## src/rtl/ct_pkg.sv

```systemverilog
package ct_pkg;

    localparam int SAMPLE_W = 24;
    localparam int PART_W   = 12;

    typedef struct packed {
        logic [PART_W-1:0] i;
        logic [PART_W-1:0] q;
    } iq_t;

    typedef struct packed {
        iq_t  s;
        logic sob;
        logic eof;
    } out_word_t;

    typedef enum logic {
        WR_FILL  = 1'b0,
        WR_DRAIN = 1'b1
    } wr_state_e;

    function automatic int unsigned idx_w(input int unsigned n);
        return (n > 1) ? $clog2(n) : 1;
    endfunction

endpackage

```

## src/rtl/ct_bank_ctrl.sv

```systemverilog
module ct_bank_ctrl (
    input  logic clk,
    input  logic rst,
    input  logic commit,
    input  logic release_i,
    output logic wr_bank,
    output logic wr_free,
    output logic rd_bank,
    output logic rd_ready
);

    logic [1:0] full;

    always_ff @(posedge clk) begin
        if (rst) begin
            full    <= '0;
            wr_bank <= 1'b0;
            rd_bank <= 1'b0;
        end else begin
            if (commit) begin
                full[wr_bank] <= 1'b1;
                wr_bank       <= ~wr_bank;
            end
            if (release_i) begin
                full[rd_bank] <= 1'b0;
                rd_bank       <= ~rd_bank;
            end
        end
    end

    always_comb begin
        wr_free  = ~full[wr_bank];
        rd_ready = full[rd_bank];
    end


    commit_free_chk: assert property (@(posedge clk) disable iff (rst)
        commit |-> !full[wr_bank]);


    release_full_chk: assert property (@(posedge clk) disable iff (rst)
        release_i |-> full[rd_bank]);

endmodule

```

## src/rtl/ct_write_path.sv

```systemverilog
module ct_write_path
    import ct_pkg::*;
#(
    parameter int NUM_RANGE = 4096,
    parameter int NUM_PULSE = 512,
    parameter int BURST_LEN = 16,
    parameter int ADDR_W    = 32
) (
    input  logic                         clk,
    input  logic                         rst,
    input  logic                         in_valid,
    output logic                         in_ready,
    input  iq_t                          in_data,
    input  logic                         in_sop,
    input  logic                         in_eof,
    input  logic [ADDR_W-1:0]            bank_base,
    input  logic                         bank_free,
    output logic                         commit,
    output logic                         wr_valid,
    input  logic                         wr_ready,
    output logic                         wr_first,
    output logic [$clog2(BURST_LEN+1)-1:0] wr_len,
    output logic [ADDR_W-1:0]            wr_addr,
    output iq_t                          wr_data
);

    localparam int FRAME = NUM_RANGE * NUM_PULSE;
    localparam int RW    = idx_w(NUM_RANGE);
    localparam int PW    = idx_w(NUM_PULSE);
    localparam int FW    = idx_w(FRAME);
    localparam int LW    = $clog2(BURST_LEN + 1);
    localparam int BW    = idx_w(BURST_LEN);

    wr_state_e       state;
    iq_t             stage [BURST_LEN];
    logic [LW-1:0]   fill_cnt;
    logic [LW-1:0]   beat;
    logic            seg_end;
    logic [RW-1:0]   in_r;
    logic [PW-1:0]   in_p;
    logic [FW-1:0]   wr_lin;
    logic            accept;
    logic            burst_go;
    logic            beat_ok;
    logic            last_beat;

    always_comb begin
        in_ready  = (state == WR_FILL) && (fill_cnt != LW'(BURST_LEN)) && !seg_end && bank_free;
        accept    = in_valid && in_ready;
        burst_go  = (state == WR_FILL) && ((fill_cnt == LW'(BURST_LEN)) || seg_end);
        wr_valid  = (state == WR_DRAIN);
        wr_first  = (beat == '0);
        wr_len    = fill_cnt;
        wr_addr   = bank_base + ADDR_W'(wr_lin);
        wr_data   = stage[beat[BW-1:0]];
        beat_ok   = wr_valid && wr_ready;
        last_beat = (beat == fill_cnt - 1'b1);
        commit    = beat_ok && last_beat && (wr_lin == FW'(FRAME - 1));
    end

    always_ff @(posedge clk) begin
        if (accept) begin
            stage[fill_cnt[BW-1:0]] <= in_data;
        end
    end

    always_ff @(posedge clk) begin
        if (rst) begin
            state    <= WR_FILL;
            fill_cnt <= '0;
            beat     <= '0;
            seg_end  <= 1'b0;
            in_r     <= '0;
            in_p     <= '0;
            wr_lin   <= '0;
        end else begin
            if (accept) begin
                fill_cnt <= fill_cnt + 1'b1;
                if (in_r == RW'(NUM_RANGE - 1)) begin
                    in_r    <= '0;
                    seg_end <= 1'b1;
                    in_p    <= (in_p == PW'(NUM_PULSE - 1)) ? '0 : in_p + 1'b1;
                end else begin
                    in_r <= in_r + 1'b1;
                end
            end
            if (burst_go) begin
                state <= WR_DRAIN;
                beat  <= '0;
            end
            if (beat_ok) begin
                wr_lin <= (wr_lin == FW'(FRAME - 1)) ? '0 : wr_lin + 1'b1;
                if (last_beat) begin
                    state    <= WR_FILL;
                    fill_cnt <= '0;
                    beat     <= '0;
                    seg_end  <= 1'b0;
                end else begin
                    beat <= beat + 1'b1;
                end
            end
        end
    end


    burst_len_chk: assert property (@(posedge clk) disable iff (rst)
        (wr_valid && wr_first) |-> (wr_len != '0 && wr_len <= LW'(BURST_LEN)));


    wr_hold_chk: assert property (@(posedge clk) disable iff (rst)
        (wr_valid && !wr_ready) |=> (wr_valid && $stable(wr_addr) && $stable(wr_data)));


    sop_align_chk: assert property (@(posedge clk) disable iff (rst)
        (accept && in_sop) |-> (in_r == '0));


    eof_align_chk: assert property (@(posedge clk) disable iff (rst)
        (accept && in_eof) |-> (in_r == RW'(NUM_RANGE - 1) && in_p == PW'(NUM_PULSE - 1)));

endmodule

```

## src/rtl/ct_read_path.sv

```systemverilog
module ct_read_path
    import ct_pkg::*;
#(
    parameter int NUM_RANGE = 4096,
    parameter int NUM_PULSE = 512,
    parameter int OUT_DEPTH = 4,
    parameter int ADDR_W    = 32
) (
    input  logic                clk,
    input  logic                rst,
    input  logic                bank_ready,
    input  logic [ADDR_W-1:0]   bank_base,
    output logic                release_o,
    output logic                rd_valid,
    input  logic                rd_ready,
    output logic [ADDR_W-1:0]   rd_addr,
    input  logic                rsp_valid,
    input  logic [SAMPLE_W-1:0] rsp_data,
    output logic                out_valid,
    input  logic                out_ready,
    output logic [SAMPLE_W-1:0] out_data,
    output logic                out_sob,
    output logic                out_eof,
    output logic                frame_done
);

    localparam int FRAME = NUM_RANGE * NUM_PULSE;
    localparam int RW    = idx_w(NUM_RANGE);
    localparam int PW    = idx_w(NUM_PULSE);
    localparam int FW    = idx_w(FRAME);
    localparam int OCW   = $clog2(OUT_DEPTH + 1);
    localparam int PTW   = idx_w(OUT_DEPTH);

    logic [PW-1:0]  rq_p;
    logic [RW-1:0]  rq_r;
    logic [FW-1:0]  rq_off;
    logic           rq_done;
    logic [PW-1:0]  rs_p;
    logic [RW-1:0]  rs_r;
    logic [OCW-1:0] outst;
    logic [OCW-1:0] occ;
    logic [PTW-1:0] wptr;
    logic [PTW-1:0] rptr;
    out_word_t      fifo [OUT_DEPTH];
    out_word_t      head;
    out_word_t      push_word;
    logic           credit_ok;
    logic           issue;
    logic           pop;
    logic           last_rsp;

    always_comb begin
        credit_ok = ({1'b0, occ} + {1'b0, outst}) < (OCW + 1)'(OUT_DEPTH);
        rd_valid  = bank_ready && !rq_done && credit_ok;
        rd_addr   = bank_base + ADDR_W'(rq_off);
        issue     = rd_valid && rd_ready;
        last_rsp  = (rs_p == PW'(NUM_PULSE - 1)) && (rs_r == RW'(NUM_RANGE - 1));
        release_o = rsp_valid && last_rsp;
        push_word.s   = iq_t'(rsp_data);
        push_word.sob = (rs_p == '0);
        push_word.eof = last_rsp;
        head      = fifo[rptr];
        out_valid = (occ != '0);
        out_data  = head.s;
        out_sob   = head.sob;
        out_eof   = head.eof;
        pop       = out_valid && out_ready;
    end

    always_ff @(posedge clk) begin
        if (rsp_valid) begin
            fifo[wptr] <= push_word;
        end
    end

    always_ff @(posedge clk) begin
        if (rst) begin
            rq_p       <= '0;
            rq_r       <= '0;
            rq_off     <= '0;
            rq_done    <= 1'b0;
            rs_p       <= '0;
            rs_r       <= '0;
            outst      <= '0;
            occ        <= '0;
            wptr       <= '0;
            rptr       <= '0;
            frame_done <= 1'b0;
        end else begin
            frame_done <= release_o;
            if (issue) begin
                if (rq_p == PW'(NUM_PULSE - 1)) begin
                    rq_p <= '0;
                    if (rq_r == RW'(NUM_RANGE - 1)) begin
                        rq_r    <= '0;
                        rq_off  <= '0;
                        rq_done <= 1'b1;
                    end else begin
                        rq_r   <= rq_r + 1'b1;
                        rq_off <= FW'(rq_r) + 1'b1;
                    end
                end else begin
                    rq_p   <= rq_p + 1'b1;
                    rq_off <= rq_off + FW'(NUM_RANGE);
                end
            end
            if (release_o) begin
                rq_done <= 1'b0;
            end
            if (rsp_valid) begin
                wptr <= (wptr == PTW'(OUT_DEPTH - 1)) ? '0 : wptr + 1'b1;
                if (rs_p == PW'(NUM_PULSE - 1)) begin
                    rs_p <= '0;
                    rs_r <= (rs_r == RW'(NUM_RANGE - 1)) ? '0 : rs_r + 1'b1;
                end else begin
                    rs_p <= rs_p + 1'b1;
                end
            end
            if (pop) begin
                rptr <= (rptr == PTW'(OUT_DEPTH - 1)) ? '0 : rptr + 1'b1;
            end
            outst <= outst + OCW'(issue) - OCW'(rsp_valid);
            occ   <= occ + OCW'(rsp_valid) - OCW'(pop);
        end
    end


    no_overflow_chk: assert property (@(posedge clk) disable iff (rst)
        ({1'b0, occ} + {1'b0, outst}) <= (OCW + 1)'(OUT_DEPTH));


    out_hold_chk: assert property (@(posedge clk) disable iff (rst)
        (out_valid && !out_ready) |=> (out_valid && $stable(out_data) && $stable(out_eof)));


    rsp_expect_chk: assert property (@(posedge clk) disable iff (rst)
        rsp_valid |-> (outst != '0));


    done_pulse_chk: assert property (@(posedge clk) disable iff (rst)
        frame_done |=> !frame_done);

endmodule

```

## src/rtl/corner_turn_ctrl.sv

```systemverilog
module corner_turn_ctrl
    import ct_pkg::*;
#(
    parameter int                NUM_RANGE = 4096,
    parameter int                NUM_PULSE = 512,
    parameter int                BURST_LEN = 16,
    parameter int                OUT_DEPTH = 4,
    parameter int                ADDR_W    = 32,
    parameter logic [ADDR_W-1:0] BASE0     = '0,
    parameter logic [ADDR_W-1:0] BASE1     = ADDR_W'(NUM_RANGE * NUM_PULSE)
) (
    input  logic                           clk,
    input  logic                           rst,
    input  logic                           in_valid,
    output logic                           in_ready,
    input  logic [SAMPLE_W-1:0]            in_data,
    input  logic                           in_sop,
    input  logic                           in_eof,
    output logic                           mem_req_valid,
    input  logic                           mem_req_ready,
    output logic                           mem_req_we,
    output logic                           mem_req_first,
    output logic [$clog2(BURST_LEN+1)-1:0] mem_req_len,
    output logic [ADDR_W-1:0]              mem_req_addr,
    output logic [SAMPLE_W-1:0]            mem_req_wdata,
    input  logic                           mem_rsp_valid,
    input  logic [SAMPLE_W-1:0]            mem_rsp_data,
    output logic                           out_valid,
    input  logic                           out_ready,
    output logic [SAMPLE_W-1:0]            out_data,
    output logic                           out_sob,
    output logic                           out_eof,
    output logic                           frame_done
);

    localparam int LW = $clog2(BURST_LEN + 1);

    logic              commit;
    logic              release_rd;
    logic              wr_bank;
    logic              wr_free;
    logic              rd_bank;
    logic              rd_bank_ready;
    logic [ADDR_W-1:0] wr_base;
    logic [ADDR_W-1:0] rd_base;
    logic              wr_valid;
    logic              wr_ready;
    logic              wr_first;
    logic [LW-1:0]     wr_len;
    logic [ADDR_W-1:0] wr_addr;
    iq_t               wr_data;
    logic              rd_valid;
    logic              rd_ready;
    logic [ADDR_W-1:0] rd_addr;

    always_comb begin
        wr_base = wr_bank ? BASE1 : BASE0;
        rd_base = rd_bank ? BASE1 : BASE0;
        mem_req_valid = wr_valid || rd_valid;
        mem_req_we    = wr_valid;
        mem_req_first = wr_valid ? wr_first : 1'b1;
        mem_req_len   = wr_valid ? wr_len : LW'(1);
        mem_req_addr  = wr_valid ? wr_addr : rd_addr;
        mem_req_wdata = wr_data;
        wr_ready      = mem_req_ready;
        rd_ready      = mem_req_ready && !wr_valid;
    end

    ct_bank_ctrl i_bank (
        .clk       (clk),
        .rst       (rst),
        .commit    (commit),
        .release_i (release_rd),
        .wr_bank   (wr_bank),
        .wr_free   (wr_free),
        .rd_bank   (rd_bank),
        .rd_ready  (rd_bank_ready)
    );

    ct_write_path #(
        .NUM_RANGE (NUM_RANGE),
        .NUM_PULSE (NUM_PULSE),
        .BURST_LEN (BURST_LEN),
        .ADDR_W    (ADDR_W)
    ) i_wr (
        .clk       (clk),
        .rst       (rst),
        .in_valid  (in_valid),
        .in_ready  (in_ready),
        .in_data   (iq_t'(in_data)),
        .in_sop    (in_sop),
        .in_eof    (in_eof),
        .bank_base (wr_base),
        .bank_free (wr_free),
        .commit    (commit),
        .wr_valid  (wr_valid),
        .wr_ready  (wr_ready),
        .wr_first  (wr_first),
        .wr_len    (wr_len),
        .wr_addr   (wr_addr),
        .wr_data   (wr_data)
    );

    ct_read_path #(
        .NUM_RANGE (NUM_RANGE),
        .NUM_PULSE (NUM_PULSE),
        .OUT_DEPTH (OUT_DEPTH),
        .ADDR_W    (ADDR_W)
    ) i_rd (
        .clk        (clk),
        .rst        (rst),
        .bank_ready (rd_bank_ready),
        .bank_base  (rd_base),
        .release_o  (release_rd),
        .rd_valid   (rd_valid),
        .rd_ready   (rd_ready),
        .rd_addr    (rd_addr),
        .rsp_valid  (mem_rsp_valid),
        .rsp_data   (mem_rsp_data),
        .out_valid  (out_valid),
        .out_ready  (out_ready),
        .out_data   (out_data),
        .out_sob    (out_sob),
        .out_eof    (out_eof),
        .frame_done (frame_done)
    );


    rd_after_commit_chk: assert property (@(posedge clk) disable iff (rst)
        (mem_req_valid && !mem_req_we) |-> (rd_bank_ready && mem_req_len == LW'(1)));

endmodule

```

## config.mk

```make
export PLATFORM = sky130hd
export DESIGN_NAME = corner_turn_ctrl
export DESIGN_NICKNAME = d
export VERILOG_FILES = /design/src/rtl/ct_pkg.sv /design/src/rtl/ct_bank_ctrl.sv /design/src/rtl/ct_write_path.sv /design/src/rtl/ct_read_path.sv /design/src/rtl/corner_turn_ctrl.sv
export SDC_FILE = /design/constraint.sdc
export NUM_CORES = 1
export LEC_CHECK = 0
export BUFFER_PORTS_ARGS = -buffer_cell sky130_fd_sc_hd__clkbuf_2
export CORE_MARGIN = 4
export CORE_UTILIZATION = 65
export CTS_CLUSTER_SIZE = 12
export DETAILED_ROUTE_END_ITERATION = 7
export PLACE_DENSITY = 0.84
export SYNTH_ARGS = -nofsm -noshare
export SYNTH_HDL_FRONTEND = slang
export SYNTH_SLANG_ARGS = --single-unit
```

## constraint.sdc

```tcl
create_clock -name clk -period 6.8 [get_ports clk]
set_input_delay 0.34 -clock clk [delete_from_list [all_inputs] [get_ports clk]]
set_output_delay 0.34 -clock clk [all_outputs]
set_load 0.01 [all_outputs]
```

==> results of run 1 <==
==> final cells by class <==
class | count | area (um^2)
clock buffer | 84 | 1630
fill | 2164 | 9650
inverter | 32 | 120
sequential | 618 | 17300
tap | 511 | 639
timing repair buffer | 186 | 1120
clock inverter | 12 | 95.1
multi-input combinational | 721 | 6970
==> sequential cells by signal (all words and copies together), names as in the netlist, 2 cells and up, named ones only <==
name and count:
i_bank.full 2, i_rd.fifo 104, i_rd.occ 3, i_rd.outst 3, i_rd.rptr 2, i_rd.rq_off 21, i_rd.rq_p 9, i_rd.rq_r 12
i_rd.rs_p 9, i_rd.rs_r 12, i_rd.wptr 2, i_wr.beat 5, i_wr.in_r 12, i_wr.stage 384, i_wr.wr_len 5, i_wr.wr_lin 21
==> layer usage <==
layer / GRT usage, % / wire length, um
met4: 7.06 / 1210
met5: 0 / 20
met2: 47.1 / 28700
met3: 4.82 / 3750
met1: 36.5 / 21000
==> critical path, cell delays in order, from the launching register on <==
cell and delay [ps]:
dfxtp_4 950, buf_4 610, mux4_2 620, mux4_2 480, clkbuf_2 150
==> kinds of logic (layout without fill, tap and decap cells) <==
group / count (synthesis) / count (layout) / share of synthesized area (%)
buf+inv: 106 / 314 / 1.92
fa+ha+maj: 29 / 29 / 1.54
other cells: 1 / 10 / 0.0152
flops: 618 / 618 / 70.1
simple gates: 355 / 355 / 6.95
compound gates: 70 / 70 / 1.92
mux: 172 / 172 / 14.5
xor+xnor: 85 / 85 / 3.02
==> worst paths after layout <==
check        cells past startpoint      startpoint  slack (ps)                 to
max                              4        register        2980  mem_req_wdata[17]
min                              4       out_ready         100       i_rd.rptr[1]
max reg2reg                     10     i_rd.occ[2]        3210      i_rd.outst[2]
min reg2reg                      2  i_rd.rq_off[1]         460     i_rd.rq_off[1]
==> synthesized netlist by cell type (2+ instances only) <==
master	number
nand4_1	30
nor4_1	11
mux2_2	20
nand2b_1	6
clkbuf_1	41
dfxtp_1	130
nand3b_1	3
o21ai_0	9
buf_4	12
buf_6	3
nor2_1	129
a21o_1	4
nor3_1	17
nand4bb_1	2
buf_2	6
nand2_1	75
a22oi_1	3
buf_1	12
a32o_1	4
fa_1	2
a211oi_1	6
nand4b_1	2
a31oi_1	2
and4_1	7
nand3_1	27
inv_1	30
xnor2_1	36
edfxtp_1	488
xor2_1	49
a21oi_1	29
and2_1	15
nor2b_1	3
o221a_2	2
mux2i_1	6
and3_1	16
a41oi_1	2
or3_1	6
mux4_2	146
ha_1	27
==> power groups by stage <==
stage / clock network, mW / logic (mW) / registers (mW)
floorplan: 0 / 0.296 / 4.26
global placement: 0 / 0.423 / 4.28
detailed placement: 0 / 0.440 / 4.29
CTS: 3.06 / 0.457 / 4.22
global route: 3.24 / 0.495 / 4.22
finish: 3.02 / 0.458 / 4.21
==> timing repair <==
item                                   4_1_cts  5_1_grt
endpoints found under the hold margin       96        0
buffers inserted                             0        0
hold buffers                                24        0
==> results.ini, run 1 <==
[power_and_ir_drop]
peakVddDrop_mv=0.323
clockPowerShare_pct=39.2
p_sw_mw=1.64
internal_power_mw=6.05
seq_power_share_pct=54.8
power.density_mw_per_mm2=276
p_total_mw=7.69
leakagePower_nw=9.25
combPwrFrac_pct=6.0
p_sw_share_pct=21.3

[drt]
drtAntennaViolNets=0
drc=0
wire_per_inst_um=25.3
firstDrtPassIters=7
dr.first_iter.drc_count=1271
routed_wl_mm=54.7
viasPerCell=6.21
vias=13400

[clock_tree]
cts_resized=0
cts_tree=built
clock_latency_ps=620
numCtsBuffers=60
cts_root_buf=clkbuf_16
cts_max_level=2
clock-sinks=618
path_clk_slew_ps=60
clk_path_buf_depth=3

[floorplan]
pin_count=149
die_h_um=203
die_width_um=203
rows=71
initial_utilization_pct=65.6
core-area_mm2=0.0375
die-area_mm2=0.0410

[synthesis]
ys_types=57
synth_area_mm2=0.0246
synth-seq-cells=618
synth_ff_type=edfxtp_1
yosys-top-cells-area=edfxtp_1 60%, mux4_2 13%, dfxtp_1 11%
syn_inst=1436
avgSynthCellArea_um2=17.1
synth-edff-count=488
yosysTopAreaCell=edfxtp_1
ys_warn_count=0
synth_top_cell_area_share_pct=59.5
ys_seq_area_share_pct=70.1
async_flop_share_pct=0

[status]
status=complete, no violations

[global_route]
grt.overflow.total=0
grt_pass1_vias=14000
grt_pass1_wl_mm=84.8
grt_max_degree=73
antenna_found_initial=1
grt_usage_pct=27.2

[final_layout]
drive_gt1_share_pct=25.8
nNetsFinal=1704
fin_area_mm2=0.0278
area_growth_pct=13.1
fin_util_pct=74.3
antenna_cells=0
final_cell_mix=488 x edfxtp_1, 146 x mux4_2, 136 x clkbuf_2, 126 x dfxtp_1, 117 x nor2_1
final_common_cell=edfxtp_1
final_cells=2164

[timing]
timing.final.crit_share_pct=56.1
setup_ws_ps=2980
period_needed_ps=3820
worst_pin_slew_ps=1160
clock-skew-final_ps=26.0
rsz0062_at_grt=false
setup_violations=0
setup_tns_ps=0
fmax_ghz=0.262
whs_ps=103
finalHoldViolations=0
slew_violations=0
relSlewSlack_pct=22.2

[setup_path]
worstSetupEndpointType=output port
critPathKind=reg2out
worst-path-max-fanout=47
cp.arrival_ps=3480
cp.required_ps=6460
critPathLaunchType=register

[place]
placed_area_mm2=0.0259
dp_cells=2044
place_ws_ps=3240
port_buffers=136
gp_congestion=0.796
dp_hpwl_mm=29.4

[run]
cap_violations=0

[min_path]
min_path_type=in2reg

Power figures use the tool's default switching activity.
==> inputs of run 2 (changes only) <==
--- a/config.mk
+++ b/config.mk
@@ -7,10 +7,10 @@
 export LEC_CHECK = 0
 export BUFFER_PORTS_ARGS = -buffer_cell sky130_fd_sc_hd__clkbuf_2
 export CORE_MARGIN = 4
-export CORE_UTILIZATION = 65
+export CORE_UTILIZATION = 55
 export CTS_CLUSTER_SIZE = 12
 export DETAILED_ROUTE_END_ITERATION = 7
-export PLACE_DENSITY = 0.84
+export PLACE_DENSITY = 0.76
 export SYNTH_ARGS = -nofsm -noshare
 export SYNTH_HDL_FRONTEND = slang
 export SYNTH_SLANG_ARGS = --single-unit
==> constraint.sdc (replaced) <==
create_clock -name clk -period 3.33 [get_ports clk]
set_input_delay 0.1665 -clock clk [delete_from_list [all_inputs] [get_ports clk]]
set_output_delay 0.1665 -clock clk [all_outputs]
set_load 0.01 [all_outputs]
==> results.ini, run 2 (synthesis results as in run 1) <==
[status]
status=complete, no violations

[setup_path]
max_stage_delay_ps=710
cp.required_ps=3160
worstSetupEndpointType=output port
path_buf_inv=2
cp_cell_sequence=buf_12 -> mux4_2 -> mux4_2 -> clkbuf_2
worst-path-max-fanout=25
crit_family=multiplexers
critPathLaunchType=register
critPathKind=reg2out
cp_common_cell=mux4_2
cp.arrival_ps=2880
critPathSlowestCell=dfxtp_4

[drt]
routed_wl_mm=51.4
wire_per_inst_um=22.2
drc=0
drtAntennaViolNets=0
viasPerCell=5.78
firstDrtPassIters=5
vias=13400
dr.first_iter.drc_count=1161

[global_route]
grt_usage_pct=21.7
grt_pass1_vias=13500
grt.overflow.total=0
grt_pass1_wl_mm=79.7
antenna_found_initial=2
grt_max_degree=72

[place]
dp_hpwl_mm=30.2
gp_congestion=0.821
port_buffers=136

[timing]
finalHoldViolations=0
fmax_ghz=0.328
period_needed_ps=3050
slew_violations=0
timing.final.crit_share_pct=91.6
setup_violations=0
relSlewSlack_pct=20.7
setup_tns_ps=0
clock-skew-final_ps=20.7
worst_pin_slew_ps=1170
whs_ps=99.6
rsz0062_at_grt=false

[final_layout]
final_common_cell=edfxtp_1
register_area_mm2=0.0173
fill_cells=2965
multi_input_area_mm2=0.00700
final_cell_mix=488 x edfxtp_1, 146 x mux4_2, 139 x clkbuf_2, 126 x dfxtp_1, 117 x nor2_1
nNetsFinal=1757
drive_gt1_share_pct=26.7
area_growth_pct=16.3
largest_reg_flops=384
fin_util_pct=64.7

[power_and_ir_drop]
peakVddDrop_mv=0.400
power.density_mw_per_mm2=557
leakagePower_nw=9.56
p_total_mw=15.9

[clock_tree]
clock_latency_ps=620
clk_path_buf_depth=3
cts_resized=0
cts_max_level=2
path_clk_slew_ps=60
clock-sinks=618
cts_tree=built
cts_root_buf=clkbuf_16
numCtsBuffers=61

[floorplan]
core-area_mm2=0.0442
initial_utilization_pct=55.7
die_width_um=220
pin_count=149
die-area_mm2=0.0482
rows=77
die_h_um=220

[min_path]
min_path_type=in2reg

[run]
cap_violations=0

[run 2: cell types whose count changed in the layout (fill, tap and decap cells not counted), moves of 2 or more]
cell / previous run / this run
buf_12: 0 / 7
buf_4: 26 / 46
clkbuf_1: 22 / 29
clkbuf_2: 136 / 139
clkbuf_8: 0 / 4
clkinv_1: 4 / 6
clkinv_2: 6 / 4
dlygate4sd3_1: 24 / 49
nor3_2: 4 / 0
nor3_4: 0 / 4
[run 2: path summary, 6_finish.rpt]
path	startpoint	to	slack (ps)	depth (start not counted)
max	register	mem_req_wdata[20]	280	4
min	in_valid	i_wr.in_r[1]	100	5
max reg2reg	i_rd.occ[2]	i_rd.rq_p[6]	400	8
min reg2reg	i_rd.rq_off[3]	i_rd.rq_off[3]	460	2
[run 2: worst reg2reg max path, cell delays in order (launching register included)]
cell and delay (ps):
dfxtp_1 340, ha_1 300, or4_4 480, or4b_1 580, inv_2 90, buf_4 220, nand2_2 210, nand2_1 460
nor2_1 110
[run 2: what timing repair did]
item / in CTS / in global routing
setup buffers: 0 / 0
hold buffers: 49 / 0
endpoints found under the hold margin: 484 / 0
setup endpoints to repair: 0 / 0
[run 2: metrics by stage]
step,instances,worst slack [ps],area (um^2)
after detailed placement,2152,439,26300
after global placement,2152,492,26300
after global routing,2314,105,28600
final,2314,281,28600
after floorplan,1445,255,24700
after CTS,2313,164,28600
[run 2: routing by layer]
layer  up-vias  part of all wire [%]  global-route usage (%)  wire length (um)
met1      6821                    42                    31.2             21600
met2       445                    50                    35.2             25700
met3        64                   6.3                    3.82              3240
met4         2                   1.9                    5.25               957
met5         -                 0.014                       0                 7
li1       6032                     -                       -                 -
[run 2: layout make-up]
| cell class | count | area share [%] |
|---|---|---|
| clock inverter | 13 | 0.393 |
| inverter | 32 | 0.420 |
| tap | 592 | 2.59 |
| timing repair buffer | 238 | 5.79 |
| clock buffer | 99 | 6.07 |
| multi-input combinational | 721 | 24.4 |
| antenna | 1 | 0.00874 |
| sequential | 618 | 60.3 |
[run 2: report_power, final]
part | internal (mW) | switching [mW] | leakage [nW]
sequential | 8.48 | 0.115 | 5.48
clock | 3.63 | 2.76 | 0.899
combinational | 0.453 | 0.509 | 3.18
==> inputs of run 3 (changes only) <==
--- a/config.mk
+++ b/config.mk
@@ -5,6 +5,7 @@
 export SDC_FILE = /design/constraint.sdc
 export NUM_CORES = 1
 export LEC_CHECK = 0
+export ABC_AREA = 1
 export BUFFER_PORTS_ARGS = -buffer_cell sky130_fd_sc_hd__clkbuf_2
 export CORE_MARGIN = 4
 export CORE_UTILIZATION = 55
==> results.ini, run 3 <==
[place]
dp_cells=2898
port_buffers=136
gp_congestion=0.848
dp_hpwl_mm=32.8

[timing]
finalHoldViolations=0
whs_ps=20.6
setup_violations=0
setup_tns_ps=0
rsz0062_at_grt=false
timing.final.crit_share_pct=90.2
slew_violations=0
worst_pin_slew_ps=1320
relSlewSlack_pct=11.8
clock-skew-final_ps=9.88
period_needed_ps=3000
fmax_ghz=0.333

[clock_tree]
cts_max_level=2
path_clk_slew_ps=60
cts_root_buf=clkbuf_16
post_cts_buffers=0
numCtsBuffers=60
cts_tree=built
clock_latency_ps=600
clock-sinks=618
clk_path_buf_depth=3
cts_resized=0

[final_layout]
register_area_mm2=0.0173
area_growth_pct=14.2
drive_gt1_share_pct=12.5
multi_input_area_mm2=0.00719
nNetsFinal=2494
final_common_cell=edfxtp_1
final_cells=3046
fill_cells=3401
largest_reg_flops=384
antenna_cells=0
final_cell_mix=488 x edfxtp_1, 343 x nor2_1, 291 x o21ai_0, 248 x nand2_1, 136 x clkbuf_2

[floorplan]
rows=78
die_width_um=223
core-area_mm2=0.0455
initial_utilization_pct=55.8
die_h_um=223
die-area_mm2=0.0497
pin_count=149

[setup_path]
r2r_end=i_wr.stage[15][20]
crit_path_end=mem_req_wdata[20]
worstSetupEndpointType=output port
regToRegSetupSlack_ps=630
worst-path-max-fanout=74
cp.required_ps=3160
reg2reg_depth=8
reg2reg_from=i_wr.wr_len[0]
critPathKind=reg2out
critPathLaunchType=register
cp.arrival_ps=2840

[global_route]
grt_pass1_vias=17600
grt_max_degree=193
antenna_found_initial=0
grt_pass1_wl_mm=92.3
grt.overflow.total=0
grt_usage_pct=22.9

[synthesis]
async_flop_share_pct=0
ys_seq_area_share_pct=67.9
synth_ff_type=edfxtp_1
synth.top_cells.by_count=488 x edfxtp_1, 359 x nor2_1, 291 x o21ai_0
synth_top_cell_area_share_pct=57.7
ys_types=48
yosysMostFrequentCell=edfxtp_1
yosysTopAreaCell=edfxtp_1
synth-edff-count=488
ys_warn_count=0
synth_area_mm2=0.0254
yosys-top-cells-area=edfxtp_1 58%, dfxtp_1 10%, o21ai_0 5.7%
syn_inst=2241
avgSynthCellArea_um2=11.3
synth-seq-cells=618

[drt]
routed_wl_mm=57.9
drtAntennaViolNets=0
drc=0
met3WireLength_mm=4.57
wire_per_inst_um=19.0
wl_met1_mm=24.5
highest_layer=met4
firstDrtPassIters=5
viasPerCell=5.84
vias=17800
dr.first_iter.drc_count=1548
wl_met2_mm=27.5

[power_and_ir_drop]
power.density_mw_per_mm2=553
leakagePower_nw=10.2
peakVddDrop_mv=0.417
p_total_mw=16.0

[run]
cap_violations=0

[status]
status=complete, no violations

[min_path]
min_path_type=in2reg

==> run 3: logic make-up (layout without fill, tap and decap cells) <==
| group | Yosys count | after routing | synth area share, % |
|---|---|---|---|
| AND/OR/NAND/NOR | 791 | 791 | 13.3 |
| adder cells (fa/ha/maj) | 29 | 29 | 1.49 |
| AO/OA/AOI/OAI | 519 | 519 | 11.9 |
| flip-flops | 618 | 618 | 67.9 |
| buffers and inverters | 246 | 442 | 4.08 |
| XOR/XNOR | 37 | 37 | 1.28 |
| other | 1 | 10 | 0.0148 |
==> run 3: power breakdown <==
| part | internal (mW) | leakage [nW] | switching [mW] | total, mW |
|---|---|---|---|---|
| registers | 8.48 | 5.48 | 0.0642 | 8.55 |
| logic | 0.454 | 3.84 | 0.892 | 1.35 |
| clock network | 3.45 | 0.845 | 2.68 | 6.13 |
==> run 3: cell type report <==
class                   count  area share, %
repair buffers            226           5.57
multi-input cells        1386           24.8
inverters                 117           1.54
clock inverters            10          0.324
well taps                 600           2.59
clock buffers              89           5.66
flip-flops and latches    618           59.5
==> run 3: worst max-delay path, stage by stage, from the launching register on <==
cell      delay (ps)
dfxtp_4          360
inv_4            530
buf_4            460
o21ai_0          140
o221ai_1         220
nand3_1          120
nand2_1          190
clkbuf_2         160
==> run 3: repair_timing <==
item / in CTS / in global routing
hold buffers: 49 / 0
endpoints found under the setup margin: 0 / 0
endpoints found under the hold margin: 445 / 0
==> run 3: per-stage QoR <==
stage,utilization (%),setup slack [ps],area (um^2)
2_1_floorplan,-,384,25400
3_3_place_gp,58.9,732,26800
3_5_place_dp,58.9,643,26800
4_1_cts,63.8,317,29000
5_1_grt,63.8,118,29000
6_report,63.8,328,29000
==> run 3: how the worst min path moves through the flow <==
| stage | startpoint | endpoint | slack, ps | cells past startpoint |
|---|---|---|---|---|
| detailed placement | mem_rsp_data[14] | i_rd.fifo[2][16] | 390 | 1 |
| floorplan | mem_rsp_data[8] | i_rd.fifo[0][10] | 270 | 0 |
| finish | in_data[4] | i_wr.stage[5][4] | 20 | 1 |
| CTS | in_data[4] | i_wr.stage[2][4] | 20 | 1 |
| global placement | mem_rsp_data[19] | i_rd.fifo[0][21] | 380 | 1 |
| global route | in_data[4] | i_wr.stage[5][4] | 10 | 1 |
==> run 3: layer usage <==
layer  up-vias  GRT usage, %
li1       8326             -
met1      8630          32.1
met2       718          37.0
met3       114          4.24
met4         0          6.94
met5         -             0
